===== src/rtl/seg_addr_pkg.sv =====
package seg_addr_pkg;
  localparam int SEG_AW = 32;

  typedef enum logic [1:0] {
    FLT_NONE   = 2'b00,
    FLT_BADSEL = 2'b01,
    FLT_PRIV   = 2'b10,
    FLT_LIMIT  = 2'b11
  } seg_fault_e;

  typedef struct packed {
    logic [SEG_AW-1:0] base;
    logic [SEG_AW-1:0] limit;
    logic [1:0]        dpl;
  } seg_desc_t;
endpackage


===== src/rtl/ea_offset_calc.sv =====
module ea_offset_calc #(
  parameter int AW = 32
) (
  input  logic          base_en,
  input  logic [AW-1:0] base_val,
  input  logic          idx_en,
  input  logic [AW-1:0] idx_val,
  input  logic [1:0]    scale,
  input  logic [AW-1:0] disp,
  input  logic [1:0]    disp_sz,
  output logic [AW-1:0] offset
);
  logic [AW-1:0] base_term, idx_term, disp_term;

  always_comb begin
    base_term = base_en ? base_val : '0;
    idx_term  = idx_en ? (idx_val << scale) : '0;
    case (disp_sz)
      2'b00:   disp_term = '0;
      2'b01:   disp_term = {{(AW-8){disp[7]}}, disp[7:0]};
      default: disp_term = disp;
    endcase
    offset = base_term + idx_term + disp_term;
  end
endmodule


===== src/rtl/desc_cache.sv =====
module desc_cache
  import seg_addr_pkg::*;
#(
  parameter int ENTRIES = 8,
  localparam int IW = $clog2(ENTRIES)
) (
  input  logic          clk,
  input  logic          rst,
  input  logic          wr_en,
  input  logic          wr_tbl,
  input  logic [IW-1:0] wr_idx,
  input  seg_desc_t     wr_desc,
  input  logic          rd_tbl,
  input  logic [IW-1:0] rd_idx,
  output seg_desc_t     rd_desc,
  output logic          rd_ok
);
  localparam int TABLES = 2;

  seg_desc_t rd_d [TABLES];
  logic      rd_v [TABLES];

  for (genvar t = 0; t < TABLES; t++) begin : g_tbl
    seg_desc_t         mem [ENTRIES];
    logic [ENTRIES-1:0] vld;
    logic              sel_this;

    assign sel_this = wr_en && (wr_tbl == 1'(t));

    always_ff @(posedge clk) begin
      if (sel_this) mem[wr_idx] <= wr_desc;
    end

    always_ff @(posedge clk) begin
      if (rst)           vld <= '0;
      else if (sel_this) vld[wr_idx] <= 1'b1;
    end

    assign rd_d[t] = mem[rd_idx];
    assign rd_v[t] = vld[rd_idx];


    empty_after_rst_chk: assert property (@(posedge clk) disable iff (rst)
      $past(rst) |-> (vld == '0));
  end

  assign rd_desc = rd_d[rd_tbl];
  assign rd_ok   = rd_v[rd_tbl];
endmodule


===== src/rtl/seg_fault_check.sv =====
module seg_fault_check
  import seg_addr_pkg::*;
#(
  parameter int AW = 32
) (
  input  logic [AW-1:0] offset,
  input  seg_desc_t     desc,
  input  logic          sel_ok,
  input  logic [1:0]    rpl,
  output seg_fault_e    fault,
  output logic [AW-1:0] lin
);
  always_comb begin
    if (!sel_ok)                fault = FLT_BADSEL;
    else if (rpl > desc.dpl)    fault = FLT_PRIV;
    else if (offset > desc.limit) fault = FLT_LIMIT;
    else                        fault = FLT_NONE;
    lin = (fault == FLT_NONE) ? (desc.base + offset) : '0;
  end
endmodule


===== src/rtl/seg_addr_gen.sv =====
module seg_addr_gen
  import seg_addr_pkg::*;
#(
  parameter int AW      = 32,
  parameter int ENTRIES = 8,
  parameter int SELW    = 13,
  localparam int IW     = $clog2(ENTRIES)
) (
  input  logic          clk,
  input  logic          rst,
  input  logic          dw_en,
  input  logic          dw_tbl,
  input  logic [IW-1:0] dw_idx,
  input  logic [AW-1:0] dw_base,
  input  logic [AW-1:0] dw_limit,
  input  logic [1:0]    dw_dpl,
  input  logic          in_valid,
  output logic          in_ready,
  input  logic          in_base_en,
  input  logic [AW-1:0] in_base,
  input  logic          in_idx_en,
  input  logic [AW-1:0] in_idx,
  input  logic [1:0]    in_scale,
  input  logic [AW-1:0] in_disp,
  input  logic [1:0]    in_disp_sz,
  input  logic [SELW+2:0] in_sel,
  output logic          out_valid,
  input  logic          out_ready,
  output logic [AW-1:0] out_lin,
  output logic [1:0]    out_fault
);
  localparam logic [SELW-1:0] ENT_LIM = SELW'(ENTRIES);

  logic [SELW-1:0] sel_idx;
  logic            sel_tbl;
  logic [1:0]      sel_rpl;
  logic            in_range;
  logic [AW-1:0]   offset;
  seg_desc_t       wr_desc, rd_desc;
  logic            rd_ok;
  seg_fault_e      fault;
  logic [AW-1:0]   lin;

  assign sel_idx  = in_sel[SELW+2:3];
  assign sel_tbl  = in_sel[2];
  assign sel_rpl  = in_sel[1:0];
  assign in_range = sel_idx < ENT_LIM;

  assign wr_desc = '{base: dw_base, limit: dw_limit, dpl: dw_dpl};

  ea_offset_calc #(.AW(AW)) u_ofs (
    .base_en (in_base_en),
    .base_val(in_base),
    .idx_en  (in_idx_en),
    .idx_val (in_idx),
    .scale   (in_scale),
    .disp    (in_disp),
    .disp_sz (in_disp_sz),
    .offset  (offset)
  );

  desc_cache #(.ENTRIES(ENTRIES)) u_cache (
    .clk    (clk),
    .rst    (rst),
    .wr_en  (dw_en),
    .wr_tbl (dw_tbl),
    .wr_idx (dw_idx),
    .wr_desc(wr_desc),
    .rd_tbl (sel_tbl),
    .rd_idx (sel_idx[IW-1:0]),
    .rd_desc(rd_desc),
    .rd_ok  (rd_ok)
  );

  seg_fault_check #(.AW(AW)) u_chk (
    .offset(offset),
    .desc  (rd_desc),
    .sel_ok(in_range && rd_ok),
    .rpl   (sel_rpl),
    .fault (fault),
    .lin   (lin)
  );

  assign in_ready = !out_valid || out_ready;

  always_ff @(posedge clk) begin
    if (rst) begin
      out_valid <= 1'b0;
      out_lin   <= '0;
      out_fault <= FLT_NONE;
    end else if (in_ready) begin
      out_valid <= in_valid;
      if (in_valid) begin
        out_lin   <= lin;
        out_fault <= fault;
      end
    end
  end


  accept_to_valid_chk: assert property (@(posedge clk) disable iff (rst)
    (in_valid && in_ready) |=> out_valid);


  stall_hold_chk: assert property (@(posedge clk) disable iff (rst)
    (out_valid && !out_ready) |=> (out_valid && $stable(out_lin) && $stable(out_fault)));


  valid_origin_chk: assert property (@(posedge clk) disable iff (rst)
    $rose(out_valid) |-> $past(in_valid && in_ready));


  fault_zero_lin_chk: assert property (@(posedge clk) disable iff (rst)
    (out_valid && out_fault != FLT_NONE) |-> (out_lin == '0));
endmodule


===== config.mk =====
export PLATFORM = sky130hd
export DESIGN_NAME = seg_addr_gen
export DESIGN_NICKNAME = d
export VERILOG_FILES = /design/src/rtl/seg_addr_pkg.sv /design/src/rtl/ea_offset_calc.sv /design/src/rtl/desc_cache.sv /design/src/rtl/seg_fault_check.sv /design/src/rtl/seg_addr_gen.sv
export SDC_FILE = /design/constraint.sdc
export NUM_CORES = 1
export LEC_CHECK = 0
export BUFFER_PORTS_ARGS = -buffer_cell sky130_fd_sc_hd__buf_2
export CORE_ASPECT_RATIO = 0.9
export CORE_MARGIN = 10
export CORE_UTILIZATION = 40
export CTS_BUF_LIST = sky130_fd_sc_hd__clkbuf_8
export DETAILED_ROUTE_END_ITERATION = 12
export GPL_TIMING_DRIVEN = 0
export PLACE_DENSITY = 0.57
export SETUP_SLACK_MARGIN = 0.15
export SLEW_MARGIN = 25
export SYNTH_ARGS = -nofsm -noshare
export SYNTH_HDL_FRONTEND = slang
export SYNTH_SLANG_ARGS = --single-unit

===== constraint.sdc =====
create_clock -name clk -period 17.6 [get_ports clk]
set_input_delay 1.76 -clock clk [delete_from_list [all_inputs] [get_ports clk]]
set_output_delay 1.76 -clock clk [all_outputs]
set_load 0.005 [all_outputs]

Word level (Yosys, flattened, before mapping)
Memory sizes are Yosys's and may differ from the RTL's.
Cells that the tools add are included.
{ "classes": {"add_sub_neg": 3, "n_lt_le_gt_ge": 7, "eq_ne": 1, "shifts": 1, "muxes": 23, "bitwise": 4, "n_reduce_logical": 9} }
{ "op_table": {"columns": ["operator", "n"], "rows": [
  ["$mux 66", 3],
  ["$add 32x32->32", 3],
  ["$mux 32", 3],
  ["$pmux 32 s2", 1],
  ["$gt 32x32->1", 1],
  ["$shl 32x2->32", 1],
  ["$or 8x8->8", 2],
  ["$lt 13x4->1 const B", 1],
  ["$mux 1", 10],
  ["$lt 3x4->1 const B", 2],
  ["$bmux 1 s3", 2],
  ["$mux 2", 3],
  ["$logic_and 1x1->1", 4],
  ["$logic_not 2->1", 2],
  ["$demux 1 s3", 1],
  ["$ge 3x1->1 const B", 1],
  ["$eq 2x1->1 const B", 1],
  ["$ge 2x2->1 const B", 1],
  ["$gt 2x2->1", 1],
  ["$not 1->2", 1],
  ["$reduce_and 2->1", 1],
  ["$logic_not 1->1", 1],
  ["$logic_or 1x1->1", 1],
  ["$not 1->1", 1]
]} }
{ "word_totals": {"regBits": 51, "mem_bits_rw": 1056, "inputBits": 193, "output_inout_bits": 36, "elab_cells": 55, "n_memories": 2} }
{ "memory_table": {"columns": ["memory", "words", "word_bits", "read_ports", "rd_ports_with_merged_regs", "write_ports", "line", "text"], "rows": [
  ["u_cache.g_tbl[0].mem", 8, 66, 1, 0, 1, "desc_cache.sv:24", "seg_desc_t mem [ENTRIES];"],
  ["u_cache.g_tbl[1].mem", 8, 66, 1, 0, 1, "desc_cache.sv:24", null]
]} }

Logic depth before layout (Yosys ltp)
{ "logic_depth": {"depth_word": 10, "mapped_depth": 33, "mapped_depth_nobuf": 30} }

Modules after synthesis
A second synthesis with hierarchy kept.
{ "unflattened": {"cells_unflattened": 2794, "hier_area_um2": 48325.1} }
{ "modules_own_cells": {"columns": ["mod", "n_inst", "cells_each", "area_per_inst_um2", "seq_area_each_um2"], "rows": [
  ["desc_cache", 1, 1700, 40152.3, 32030.7],
  ["ea_offset_calc", 1, 511, 3693.5, 0.0],
  ["seg_fault_check", 1, 419, 2795.2, 0.0],
  ["seg_addr_gen", 1, 164, 1684.1, 700.7]
]} }

Worst setup path after synthesis
OpenSTA, ideal clock, no wires.
{ "synth_timing": {"path_kind": "input-to-reg", "start": "in in_scale[0]", "end": "reg out_lin[31]", "setup_ns": 0.058, "t_arrival_ns": 7.933, "required_time_ns": 17.542, "slack_ns": 9.609, "cell_stages": 29, "path_buffers": 3, "cell_sequence": "clkbuf_1 -> buf_1 -> mux4_2 -> nand2_1 -> fa_1 -> inv_1 -> ha_1 -> a211o_1 -> a21oi_1 -> nand2b_1 -> o2111ai_1 -> a21boi_0 -> o211ai_1 -> nand2_1 -> a41oi_1 -> a21oi_1 -> xor2_1 -> ha_1 -> nand4_1 -> nor2_1 -> and3_1 -> nand3_1 -> or4_1 -> o32ai_1 -> o211a_2 -> buf_2 -> nor3b_1 -> mux2i_1 -> nand2_1"} }
{ "synth_between": {"elab_chain_len": 10, "word_cells_on_any_way": 11, "cone_classes": "add/sub: 3; order compare: 1; shift: 1; mux: 5; reduce/logical: 1"} }
{ "synth_rtl": {"columns": ["item", "line", "text"], "rows": [
  ["start, declared", "seg_addr_gen.sv:23", "input logic [1:0] in_scale,"],
  ["$shl 32x2->32 (*)", "ea_offset_calc.sv:17", "idx_term = idx_en ? (idx_val << scale) : '0;"],
  ["$mux 32 (*)", "ea_offset_calc.sv:17", null],
  ["$add 32x32->32 (*) (2 in series)", "ea_offset_calc.sv:23", "offset = base_term + idx_term + disp_term;"],
  ["$gt 32x32->1", "seg_fault_check.sv:16", "else if (offset > desc.limit) fault = FLT_LIMIT;"],
  ["$mux 2", "seg_fault_check.sv:16", null],
  ["$mux 2", "seg_fault_check.sv:15", "else if (rpl > desc.dpl) fault = FLT_PRIV;"],
  ["$mux 2", "seg_fault_check.sv:14", "if (!sel_ok) fault = FLT_BADSEL;"],
  ["$logic_not 2->1", "seg_fault_check.sv:18", "lin = (fault == FLT_NONE) ? (desc.base + offset) : '0;"],
  ["$mux 32 (*)", "seg_fault_check.sv:18", null],
  ["end signal, assigned", "seg_addr_gen.sv:94", "out_lin <= lin;"],
  ["end, declared", "seg_addr_gen.sv:29", "output logic [AW-1:0] out_lin,"]
]} }
Every way passes the cells marked *; elsewhere a longest branch is shown, timed or not.
A chain may end at the register's enable or synchronous reset.

Worst setup path in the final report
Same ends and word-level chain as after synthesis.

==> results.json <==
{
  "outcome": "finished, final reports clean",
  "share_seq_of_total_power_pct": 49.4,
  "worstHoldEndpoint": "out_lin[28]",
  "antenna_left": 0,
  "worst_hold_class": "flip-flop to flip-flop",
  "cts_inserted_buffers": 176,
  "final.setup_skew_ps": 46.9,
  "pin_count": 229,
  "max_buffers_root_to_sink": 3,
  "setup.worst_path.class": "primary input to flip-flop",
  "whs_path_depth": 2,
  "floorplan.rows": 119,
  "slowest_delay_ps": 630,
  "cts.repair_timing.setup_buffer_count": 0,
  "pwr-share-clk_pct": 34.2,
  "final_worst_path_cycle_share_pct": 50.5,
  "r2r.worst_path.cells": 15,
  "die_y_um": 345,
  "critical_path.startpoint_type": "primary input",
  "report.final.slew_viol_count": 0,
  "routed-via-count": 25900,
  "cts_htree_levels": 4,
  "max_cap_violations": 0,
  "power_switching_uw": 1580,
  "post_cts_resized": 0,
  "critical-path-slowest-cell": "sky130_fd_sc_hd__xnor2_1",
  "drive_above_1_share_pct": 31.7,
  "max-vdd-ir-drop_mv": 0.0527,
  "p_per_area_nw_per_um2": 108,
  "global_routing_usage_on_met3_pct": 5.14,
  "grt_antenna_before_repair": 21,
  "drc": 0,
  "critical_path_arrival_ps": 9650,
  "report.final.setup_viol": 0,
  "worstHoldStart": "out_lin[28]",
  "synth_flop_cell": "sky130_fd_sc_hd__edfxtp_1",
  "tritoncts": "done",
  "cp_num_buf_inv": 3,
  "cpLargestDelayFamily": "compound AO/OA/AOI/OAI gates",
  "cp-end-kind": "flip-flop",
  "drt_pre_antenna_iters": 6,
  "gp_congestion": 0.899,
  "clkTransAtPathRegs_ps": 60,
  "clock_insertion_delay_worst_skew_ps": 850,
  "warning_count_from_the_yosys_run": 0,
  "timing.setup.tns_ps": 0,
  "top_usage_layer": "met2",
  "postSynthNetCount": 2758,
  "postRouteWirelength_um": 135000,
  "synth_cells": 2439,
  "grt_pass1_vias": 27100,
  "groute.layer.met2.usage_pct": 32.3,
  "root_buffer": "sky130_fd_sc_hd__clkbuf_8",
  "met1_usage_pct": 27.2,
  "design.final.nets": 3269,
  "ys_async_sr_fraction_pct": 0,
  "critical_path_peak_fanout": 10,
  "area.growth.synth_to_final_pct": 17.9,
  "core_area_um2": 117000,
  "largest_net_degree_at_the_start_of_global_routing": 17,
  "netlist-cell-type-count": 62,
  "power.combinational.fraction_pct": 16.4,
  "final_hold_viol_count": 0,
  "crit_required_ps": 18360,
  "final.min_clock_period_ps": 8890,
  "unrepaired_setup_endpoints_after_global_routing": "no",
  "gr-total-overflow": 0,
  "finalPower_uw": 5970,
  "register_area_share_after_synthesis_pct": 69.6,
  "netSwitchingFraction_pct": 26.5,
  "synth-seq-cells": 1107,
  "tritoncts_num_sinks": 1107,
  "design_internal_power_uw": 4390,
  "fp.dieArea_um2": 132000,
  "count_of_flip_flops_with_a_built_in_enable_after_synthesis": 1056,
  "cts_hold_buf": 0,
  "worst_rel_slew_slack_pct": 25.9,
  "leakagePower_uw": 0.0193,
  "initial_utilization_pct": 40.3,
  "worstSetupStartpoint": "in_scale[0]",
  "groute.usage.overall_pct": 20.3,
  "r2r_end": "out_lin[26]",
  "dieWidth_um": 382,
  "synth.cell_area_um2": 47000,
  "fmax_ghz": 0.112,
  "worst-slew-pin-transition_ps": 1110,
  "wire_length_of_the_first_global_routing_pass_um": 193000,
  "fin_worst_hold_slack_ps": 456,
  "post_drt_wl_per_cell_um": 28.9,
  "port_buffers": 222,
  "placed_wire_length_estimate_after_detailed_placement_um": 97100,
  "via_per_inst": 5.55,
  "drt_first_iter_violations": 2454,
  "setup.reg_to_reg.worst_slack_ps": 13010,
  "worstReg2RegStart": "u_cache.g_tbl[1].mem[0][34]",
  "syn-mean-instance-area_um2": 19.3
}
==> Yosys cell counts (3+ instances only) <==
cell | number | area (um^2)
sky130_fd_sc_hd__edfxtp_1 | 1056 | 31700
sky130_fd_sc_hd__mux4_2 | 356 | 8020
sky130_fd_sc_hd__nor2_1 | 112 | 420
sky130_fd_sc_hd__nand2_1 | 108 | 405
sky130_fd_sc_hd__inv_1 | 104 | 390
sky130_fd_sc_hd__ha_1 | 93 | 1160
sky130_fd_sc_hd__a21oi_1 | 92 | 460
sky130_fd_sc_hd__clkbuf_1 | 78 | 293
sky130_fd_sc_hd__dfxtp_1 | 51 | 1020
sky130_fd_sc_hd__xnor2_1 | 40 | 350
sky130_fd_sc_hd__fa_1 | 33 | 661
sky130_fd_sc_hd__o21ai_0 | 33 | 165
sky130_fd_sc_hd__a21o_1 | 26 | 195
sky130_fd_sc_hd__buf_1 | 26 | 97.6
sky130_fd_sc_hd__a22oi_1 | 25 | 188
sky130_fd_sc_hd__nand3_1 | 18 | 90.1
sky130_fd_sc_hd__nor2b_1 | 15 | 93.8
sky130_fd_sc_hd__nor3_1 | 12 | 60.1
sky130_fd_sc_hd__xor2_1 | 12 | 105
sky130_fd_sc_hd__nand2b_1 | 10 | 62.6
sky130_fd_sc_hd__o21a_1 | 10 | 75.1
sky130_fd_sc_hd__a211oi_1 | 9 | 67.6
sky130_fd_sc_hd__and2_1 | 9 | 56.3
sky130_fd_sc_hd__nand4_1 | 9 | 56.3
sky130_fd_sc_hd__o211ai_1 | 9 | 67.6
sky130_fd_sc_hd__mux2i_1 | 8 | 80.1
sky130_fd_sc_hd__o21bai_1 | 7 | 52.6
sky130_fd_sc_hd__o21ai_1 | 6 | 30.0
sky130_fd_sc_hd__and3_1 | 5 | 31.3
sky130_fd_sc_hd__mux2_2 | 4 | 45.0
sky130_fd_sc_hd__nand3b_1 | 4 | 30.0
sky130_fd_sc_hd__or2_2 | 4 | 25.0
sky130_fd_sc_hd__a2111oi_0 | 3 | 26.3
sky130_fd_sc_hd__a211o_1 | 3 | 26.3
sky130_fd_sc_hd__a32oi_1 | 3 | 26.3
sky130_fd_sc_hd__nor4_1 | 3 | 18.8
sky130_fd_sc_hd__o2111ai_1 | 3 | 26.3
sky130_fd_sc_hd__or3_1 | 3 | 18.8
==> sequential cells by signal, indices dropped and copies added, names as in the netlist <==
register,count
u_cache.g_tbl.vld,16
out_lin,32
out_valid,1
out_fault,2
u_cache.g_tbl.mem,1056
==> placed cells by master, fill, tap and decap left out, types with 13 or more instances in the layout <==
cell / count
sky130_fd_sc_hd__buf_4: 40
sky130_fd_sc_hd__clkbuf_1: 60
sky130_fd_sc_hd__ha_1: 93
sky130_fd_sc_hd__xnor2_1: 40
sky130_fd_sc_hd__clkbuf_2: 21
sky130_fd_sc_hd__o21ai_0: 33
sky130_fd_sc_hd__a21o_1: 26
sky130_fd_sc_hd__nor2b_1: 15
sky130_fd_sc_hd__nand3_1: 18
sky130_fd_sc_hd__nand2_1: 108
sky130_fd_sc_hd__fa_1: 33
sky130_fd_sc_hd__buf_6: 13
sky130_fd_sc_hd__clkinv_1: 25
sky130_fd_sc_hd__clkbuf_8: 194
sky130_fd_sc_hd__dfxtp_1: 51
sky130_fd_sc_hd__edfxtp_1: 1056
sky130_fd_sc_hd__nor2_1: 100
sky130_fd_sc_hd__buf_16: 41
sky130_fd_sc_hd__inv_1: 178
sky130_fd_sc_hd__a21oi_1: 92
sky130_fd_sc_hd__mux4_2: 356
sky130_fd_sc_hd__a22oi_1: 25
sky130_fd_sc_hd__buf_12: 17
sky130_fd_sc_hd__buf_2: 240
==> area by class of cell <==
type	count	area, um^2
timing repair buffer	333	3030
inverter	104	390
buffer	107	458
clock inverter	120	596
tap	1573	1970
clock buffer	194	2670
sequential	1107	32700
multi-input combinational	1121	13600
fill	9811	61400
antenna	6	15.0
==> through the flow <==
step / cell area (um^2) / utilization (%) / worst slack, ps / instances
final: 55500 / 47.5 / 8710 / 4665
after global routing: 55500 / 47.5 / 8200 / 4664
after CTS: 55500 / 47.5 / 8750 / 4659
after detailed placement: 52200 / 44.7 / 7890 / 4345
after global placement: 50100 / 42.9 / 3100 / 4234
after floorplan: 47000 / - / 9610 / 2439
==> worst max path at each step <==
| stage | depth (start not counted) | endpoint |
|---|---|---|
| 6_report | 27 | out_lin[31] |
| 2_1_floorplan | 29 | out_lin[31] |
| 3_5_place_dp | 26 | out_lin[7] |
| 4_1_cts | 26 | out_lin[7] |
| 3_3_place_gp | 3 | u_cache.g_tbl[0].mem[4][60] |
| 5_1_grt | 29 | out_lin[31] |
==> logic make-up (layout without fill, tap and decap cells) <==
group	Yosys count	in the layout	share of synthesized area (%)
fa+ha+maj	126	126	3.88
compound gates	255	255	3.52
other cells	0	6	0
buf+inv	211	858	1.70
simple gates	320	320	3.05
xor+xnor	52	52	0.968
flops	1107	1107	69.6
mux	368	368	17.3
==> worst reg2reg max path, cell delays in order, from the launching register on <==
cell	delay, ps
sky130_fd_sc_hd__edfxtp_1	360
sky130_fd_sc_hd__mux4_2	470
sky130_fd_sc_hd__mux4_2	520
sky130_fd_sc_hd__ha_1	280
sky130_fd_sc_hd__fa_1	470
sky130_fd_sc_hd__a21o_1	170
sky130_fd_sc_hd__a21o_1	210
sky130_fd_sc_hd__a21oi_1	210
sky130_fd_sc_hd__o21ai_0	180
sky130_fd_sc_hd__a211oi_1	370
sky130_fd_sc_hd__nor3_1	130
sky130_fd_sc_hd__a221oi_2	460
sky130_fd_sc_hd__o21ai_1	110
sky130_fd_sc_hd__a21oi_1	280
sky130_fd_sc_hd__nor2b_1	190
sky130_fd_sc_hd__o21ai_1	90
==> power by group through the flow <==
stage                     clock network [uW]  logic (uW)  registers [uW]
after detailed placement                   0         962            3000
after floorplan                            0         618            3000
final                                   2040         977            2950
after CTS                               2090         971            2950
after global placement                     0         927            3010
after global routing                    2210        1060            2950
==> per-layer routing <==
layer	wire length [um]	up-vias
li1	-	11000
met1	56700	13600
met2	64300	1017
met3	10100	217
met4	3610	6
met5	36	-
No activity file was read; power rests on OpenSTA's default activity.
